**config.mk**
```make
export PLATFORM = sky130hd
export DESIGN_NAME = addsub_unit
export DESIGN_NICKNAME = d
export VERILOG_FILES = /design/src/rtl/addsub_pkg.sv /design/src/rtl/addsub_opsel.sv /design/src/rtl/addsub_core.sv /design/src/rtl/addsub_flagreg.sv /design/src/rtl/addsub_unit.sv
export SDC_FILE = /design/constraint.sdc
export NUM_CORES = 1
export LEC_CHECK = 0
export BUFFER_PORTS_ARGS = -buffer_cell sky130_fd_sc_hd__buf_4
export CAP_MARGIN = 25
export CORE_UTILIZATION = 57
export CTS_CLUSTER_SIZE = 30
export DETAILED_ROUTE_END_ITERATION = 7
export PLACE_DENSITY = 0.9
export SLEW_MARGIN = 15
export SYNTH_ARGS = -nofsm -noshare
export SYNTH_HDL_FRONTEND = slang
export SYNTH_HIERARCHICAL = 1
export SYNTH_SLANG_ARGS = --single-unit
```
**constraint.sdc**
```tcl
create_clock -name clk -period 9.35 [get_ports clk]
set_input_delay 2.805 -clock clk [delete_from_list [all_inputs] [get_ports clk]]
set_output_delay 2.805 -clock clk [all_outputs]
set_load 0.03 [all_outputs]
```
**src/rtl/addsub_pkg.sv**
```systemverilog
package addsub_pkg;

    typedef enum logic [2:0] {
        OP_ADD = 3'd0,
        OP_ADC = 3'd1,
        OP_SUB = 3'd2,
        OP_SBC = 3'd3,
        OP_RSB = 3'd4,
        OP_RSC = 3'd5
    } arith_op_e;

    typedef enum logic [1:0] {
        SRC_REG     = 2'd0,
        SRC_PC_WIDE = 2'd1,
        SRC_PC_WORD = 2'd2
    } src_mode_e;

    localparam int FLAG_N = 3;
    localparam int FLAG_Z = 2;
    localparam int FLAG_C = 1;
    localparam int FLAG_V = 0;
    localparam int FLAG_W = 4;

endpackage

```
**src/rtl/addsub_opsel.sv**
```systemverilog
module addsub_opsel
    import addsub_pkg::*;
#(
    parameter int DW     = 32,
    parameter int IMMW   = 12,
    parameter int PC_OFS = 8
) (
    input  logic [2:0]      op_i,
    input  logic [1:0]      mode_i,
    input  logic [DW-1:0]   opa_i,
    input  logic [DW-1:0]   opb_i,
    input  logic [IMMW-1:0] imm_i,
    input  logic            carry_i,
    output logic [DW-1:0]   x_o,
    output logic [DW-1:0]   y_o,
    output logic            cin_o
);

    localparam int CIMMW = IMMW - 4;

    logic [DW-1:0] pc_base;
    logic [DW-1:0] wide_imm;
    logic [DW-1:0] word_imm;
    logic [DW-1:0] first, second;
    logic          swap, invert, use_carry;

    assign pc_base  = opa_i + DW'(PC_OFS);
    assign wide_imm = {{(DW-IMMW){1'b0}}, imm_i};
    assign word_imm = {{(DW-CIMMW-2){1'b0}}, imm_i[CIMMW-1:0], 2'b00};

    always_comb begin
        swap      = 1'b0;
        invert    = 1'b0;
        use_carry = 1'b0;
        unique case (op_i)
            OP_ADC:  use_carry = 1'b1;
            OP_SUB:  invert    = 1'b1;
            OP_SBC:  begin invert = 1'b1; use_carry = 1'b1; end
            OP_RSB:  begin invert = 1'b1; swap = 1'b1; end
            OP_RSC:  begin invert = 1'b1; swap = 1'b1; use_carry = 1'b1; end
            default: ;
        endcase
    end

    assign first  = swap ? opb_i : opa_i;
    assign second = swap ? opa_i : opb_i;

    always_comb begin
        unique case (mode_i)
            SRC_PC_WIDE: begin
                x_o = pc_base & ~DW'(2);
                if (op_i == OP_SUB) begin
                    y_o   = ~wide_imm;
                    cin_o = 1'b1;
                end else begin
                    y_o   = wide_imm;
                    cin_o = 1'b0;
                end
            end
            SRC_PC_WORD: begin
                x_o   = pc_base & ~DW'(3);
                y_o   = word_imm;
                cin_o = 1'b0;
            end
            default: begin
                x_o   = first;
                y_o   = invert ? ~second : second;
                cin_o = use_carry ? carry_i : invert;
            end
        endcase
    end

endmodule

```
**src/rtl/addsub_core.sv**
```systemverilog
module addsub_core
    import addsub_pkg::*;
#(
    parameter int DW = 32
) (
    input  logic [DW-1:0]     x_i,
    input  logic [DW-1:0]     y_i,
    input  logic              cin_i,
    output logic [DW-1:0]     sum_o,
    output logic [FLAG_W-1:0] flags_o
);

    logic [DW:0] wide_sum;

    assign wide_sum = {1'b0, x_i} + {1'b0, y_i} + {{DW{1'b0}}, cin_i};
    assign sum_o    = wide_sum[DW-1:0];

    always_comb begin
        flags_o         = '0;
        flags_o[FLAG_N] = wide_sum[DW-1];
        flags_o[FLAG_Z] = (wide_sum[DW-1:0] == '0);
        flags_o[FLAG_C] = wide_sum[DW];
        flags_o[FLAG_V] = (x_i[DW-1] == y_i[DW-1]) && (wide_sum[DW-1] != x_i[DW-1]);
    end

endmodule

```
**src/rtl/addsub_flagreg.sv**
```systemverilog
module addsub_flagreg
    import addsub_pkg::*;
(
    input  logic              clk,
    input  logic              rst_n,
    input  logic              load_i,
    input  logic [FLAG_W-1:0] next_i,
    output logic [FLAG_W-1:0] flags_o
);

    always_ff @(posedge clk) begin
        if (!rst_n) begin
            flags_o <= '0;
        end else if (load_i) begin
            flags_o <= next_i;
        end
    end

endmodule

```
**src/rtl/addsub_unit.sv**
```systemverilog
module addsub_unit
    import addsub_pkg::*;
#(
    parameter int DW     = 32,
    parameter int IMMW   = 12,
    parameter int PC_OFS = 8
) (
    input  logic            clk,
    input  logic            rst_n,
    input  logic [2:0]      op_i,
    input  logic [1:0]      mode_i,
    input  logic [DW-1:0]   opa_i,
    input  logic [DW-1:0]   opb_i,
    input  logic [IMMW-1:0] imm_i,
    input  logic            set_flags_i,
    output logic [DW-1:0]   result_o,
    output logic [3:0]      flags_o
);

    logic [DW-1:0]     x, y;
    logic              cin;
    logic [FLAG_W-1:0] new_flags;
    logic              flag_load;

    addsub_opsel #(.DW(DW), .IMMW(IMMW), .PC_OFS(PC_OFS)) u_opsel (
        .op_i    (op_i),
        .mode_i  (mode_i),
        .opa_i   (opa_i),
        .opb_i   (opb_i),
        .imm_i   (imm_i),
        .carry_i (flags_o[FLAG_C]),
        .x_o     (x),
        .y_o     (y),
        .cin_o   (cin)
    );

    addsub_core #(.DW(DW)) u_core (
        .x_i     (x),
        .y_i     (y),
        .cin_i   (cin),
        .sum_o   (result_o),
        .flags_o (new_flags)
    );

    assign flag_load = set_flags_i && (mode_i == SRC_REG);

    addsub_flagreg u_flags (
        .clk     (clk),
        .rst_n   (rst_n),
        .load_i  (flag_load),
        .next_i  (new_flags),
        .flags_o (flags_o)
    );

endmodule

```
==> impl_metrics.yaml <==
critical_path:
  critPathArrivalTime_ns: 6.55
  cp_num_buf_inv: 5
  critical_path_class: "input port to output pin"
  max_stage_delay_ns: 0.43
  cp_max_fo: 10
  crit_chain: "buf_4 > inv_1 > ha_2 > buf_4 > nor2b_2 > a22oi_1 > o21ai_0 > ha_1 > buf_4 > nand2_1 > nor4_1 > o2111ai_1 > nand4_1 > a21oi_2 > o21bai_1 > a21o_1 > xor2_1 > buf_4"
  end_kind: "output pin"
  crit_path_top_delay_cell: "ha_1"
  startpoint_type: "input port"
  cp_common_cell: "buf_4"
  worstPathRequired_ns: 6.55
  cp_top_family: "compound AO/OA/AOI/OAI gates"
timing:
  slew_violations: 0
  fin_crit_ns: 9.36
  hold_viol_final: 0
  min_period_over_period_pct: 100
  max_slew_margin_pct: 65.0
  tightest_slew_ns: 0.511
  final.setup_skew_ns: 0.000268
  fmax_mhz: 107
  setup_viol: 1
  setup_ws_ns: -0.00506
  rsz0062_at_grt: "yes"
power_and_ir_drop:
  seqPwrFrac_pct: 2.5
  internal-power_w: 0.000302
  p_comb_share_pct: 92.5
  p_leak_nw: 2.66
  switchingPower_w: 0.000423
  pwr-share-clk_pct: 5.0
  p_sw_share_pct: 58.3
  ir_worst_vdd_uv: 106
  p_per_area_mw_per_mm2: 118
cts:
  clkSlewWorstSetupHoldPaths_ns: 0.03
  hold_buffers: 0
  htreeDepth: 1
  cts-root-to-sink-buffers: 2
  root_buffer: "clkbuf_8"
  cts_buffers: 3
  clkLatencyLatePin_ns: 0.22
  cts_sinks: 4
  cts_tree: "built"
logic_synthesis:
  syn_nets: 854
  yosysSeqAreaShare_pct: 1.61
  netlist_area_sq_mm: 0.00497
  synth_cell_types: 75
  synth_edf_count: 0
  syn_area_per_cell_sq_um: 6.77
  synth_cells: 734
  async_reset_ff_share_pct: 0
  yosys_warnings: 6
  synthFlopType: "dfxtp_1"
  ys_ff_latch: 4
place:
  detailed_place_hpwl_microns: 13600
  dpl.cell_count: 935
  port_buffers: 119
  gp_congestion: 1.19
min_path:
  hold_path_class: "flip-flop to flip-flop"
floorplanning:
  die-width_microns: 95.4
  die_area_sq_mm: 0.00910
  start_util_pct: 59.6
  rows: 33
  core_area_sq_mm: 0.00834
  die_y_microns: 95.4
  io_pins: 120
drt:
  avgViaCountPerCell: 6.90
  wirelength_microns: 17500
  antenna_left: 0
  drt_iter0_markers: 861
  dr.pass1.iters: 8
  routedWlPerCell_microns: 18.6
  remaining_drc_errors: 0
  vias: 6492
run:
  drv_cap: 0
grt:
  grt_usage_pct: 37.5
  antenna_found_initial: 0
  grt_pass1_wl_microns: 27600
  grt_max_degree: 53
  grt_pass1_vias: 5892
  overflow: 0
cells_and_area:
  drive_above_1_share_pct: 23.4
  regMostFlops: "u_flags/flags_o"
  largestRegisters: "u_flags/flags_o x4"
  final_cells: 941
  utilization_pct: 73.8
  largest_reg_flops: 4
  area.growth.synth_to_final_pct: 23.9
  nets: 958
  diodes: 0
outcome:
  status: "finished, violations left"
  failed_checks: "setup timing"
==> timing repair <==
item | in CTS | in global routing
gates resized for setup | 1 | 19
buffers inserted | 0 | 3
endpoints found under the hold margin | 0 | 0
endpoints found under the setup margin | 1 | 9
==> power groups by stage <==
stage	Combinational, W	Clock (W)	Sequential, W
2_1_floorplan	0.000427	0	0.0000194
3_3_place_gp	0.000622	0	0.0000183
3_5_place_dp	0.000640	0	0.0000183
4_1_cts	0.000643	0.0000373	0.0000181
5_1_grt	0.000714	0.0000380	0.0000181
6_report	0.000672	0.0000360	0.0000181
==> Yosys cell counts, types with 5 or more instances <==
library cell	instances	area [sq um]
o211ai_1	22	165
o22ai_1	14	87.6
a21oi_1	65	325
nand3_1	13	65.1
nand2b_1	67	419
o21ai_1	8	40.0
o21ai_0	49	245
nand2_1	55	206
xnor2_1	28	245
o221ai_1	8	70.1
a211oi_1	7	52.6
a22oi_1	8	60.1
xor2_1	31	272
mux2i_1	33	330
clkbuf_1	31	116
buf_2	18	90.1
and3_1	15	93.8
a21o_1	9	67.6
or4_1	6	45.0
nor3_1	8	40.0
and4_1	6	52.6
nor2_1	41	154
ha_1	34	425
mux2_2	5	56.3
nor2b_1	8	50.1
inv_1	24	90.1
nand4_1	12	75.1
a31oi_1	22	138
==> final cells by class <==
class | count | area [sq um]
Tap cell | 105 | 131
Sequential cell | 4 | 80.1
Clock buffer | 3 | 41.3
Multi-Input combinational cell | 651 | 4630
Timing Repair Buffer | 153 | 1180
Inverter | 25 | 93.8
Fill cell | 618 | 2180
==> cells by family after synthesis <==
logic type	synth area share (%)
xor gates and xnor gates	10.4
and+or+nand+nor	29.2
DFF	1.61
muxes	7.78
buffers and inverters	7.02
adders and majority gates	9.36
AOI/OAI and AO/OA	34.7
==> layout by cell type, fill, tap and decap left out, types with 9 or more instances in the layout <==
master	count
buf_4	150
nand2b_1	67
a21oi_1	61
nand2_1	54
o21ai_0	49
nor2_1	41
ha_1	33
mux2i_1	33
xor2_1	30
xnor2_1	28
inv_1	24
o211ai_1	22
a31oi_1	22
and3_1	15
o22ai_1	14
nand3_1	13
nand4_1	12
a21o_1	9
==> worst paths after layout <==
| path | startpoint | to | slack, ns | depth (start not counted) |
|---|---|---|---|---|
| worst max-delay path | mode_i[0] | result_o[31] | -0.005 | 18 |
| worst min-delay path | u_flags/flags_o[2] | u_flags/flags_o[2] | 0.54 | 2 |
| worst max register to register | u_flags/flags_o[1] | u_flags/flags_o[2] | 4.96 | 17 |
| worst min register to register | u_flags/flags_o[2] | u_flags/flags_o[2] | 0.54 | 2 |
==> metrics by stage <==
step	instance area, sq um	setup TNS, ns	total power, W	setup slack [ns]	hold WS, ns
after global routing	6160	-0.134	0.000771	-0.134	0.577
after detailed placement	6010	-0.0622	0.000658	-0.0622	0.512
after global placement	6010	0	0.000640	0.133	0.506
final	6160	-0.00506	0.000726	-0.00506	0.536
after floorplan	4970	0	0.000447	0.207	0.640
after CTS	6050	0	0.000699	0.00401	0.527
==> worst min-delay path: stages (launching register included) <==
cell	delay, ns
dfxtp_1	0.30
mux2i_1	0.12
nor2b_1	0.06
==> metal layers <==
metal | global-route usage (%) | wire, microns
met5 | 0 | 0
met4 | 14.9 | 683
met3 | 7.66 | 2290
met2 | 59.8 | 7930
met1 | 49.0 | 6640
Power figures use the tool's default switching activity.
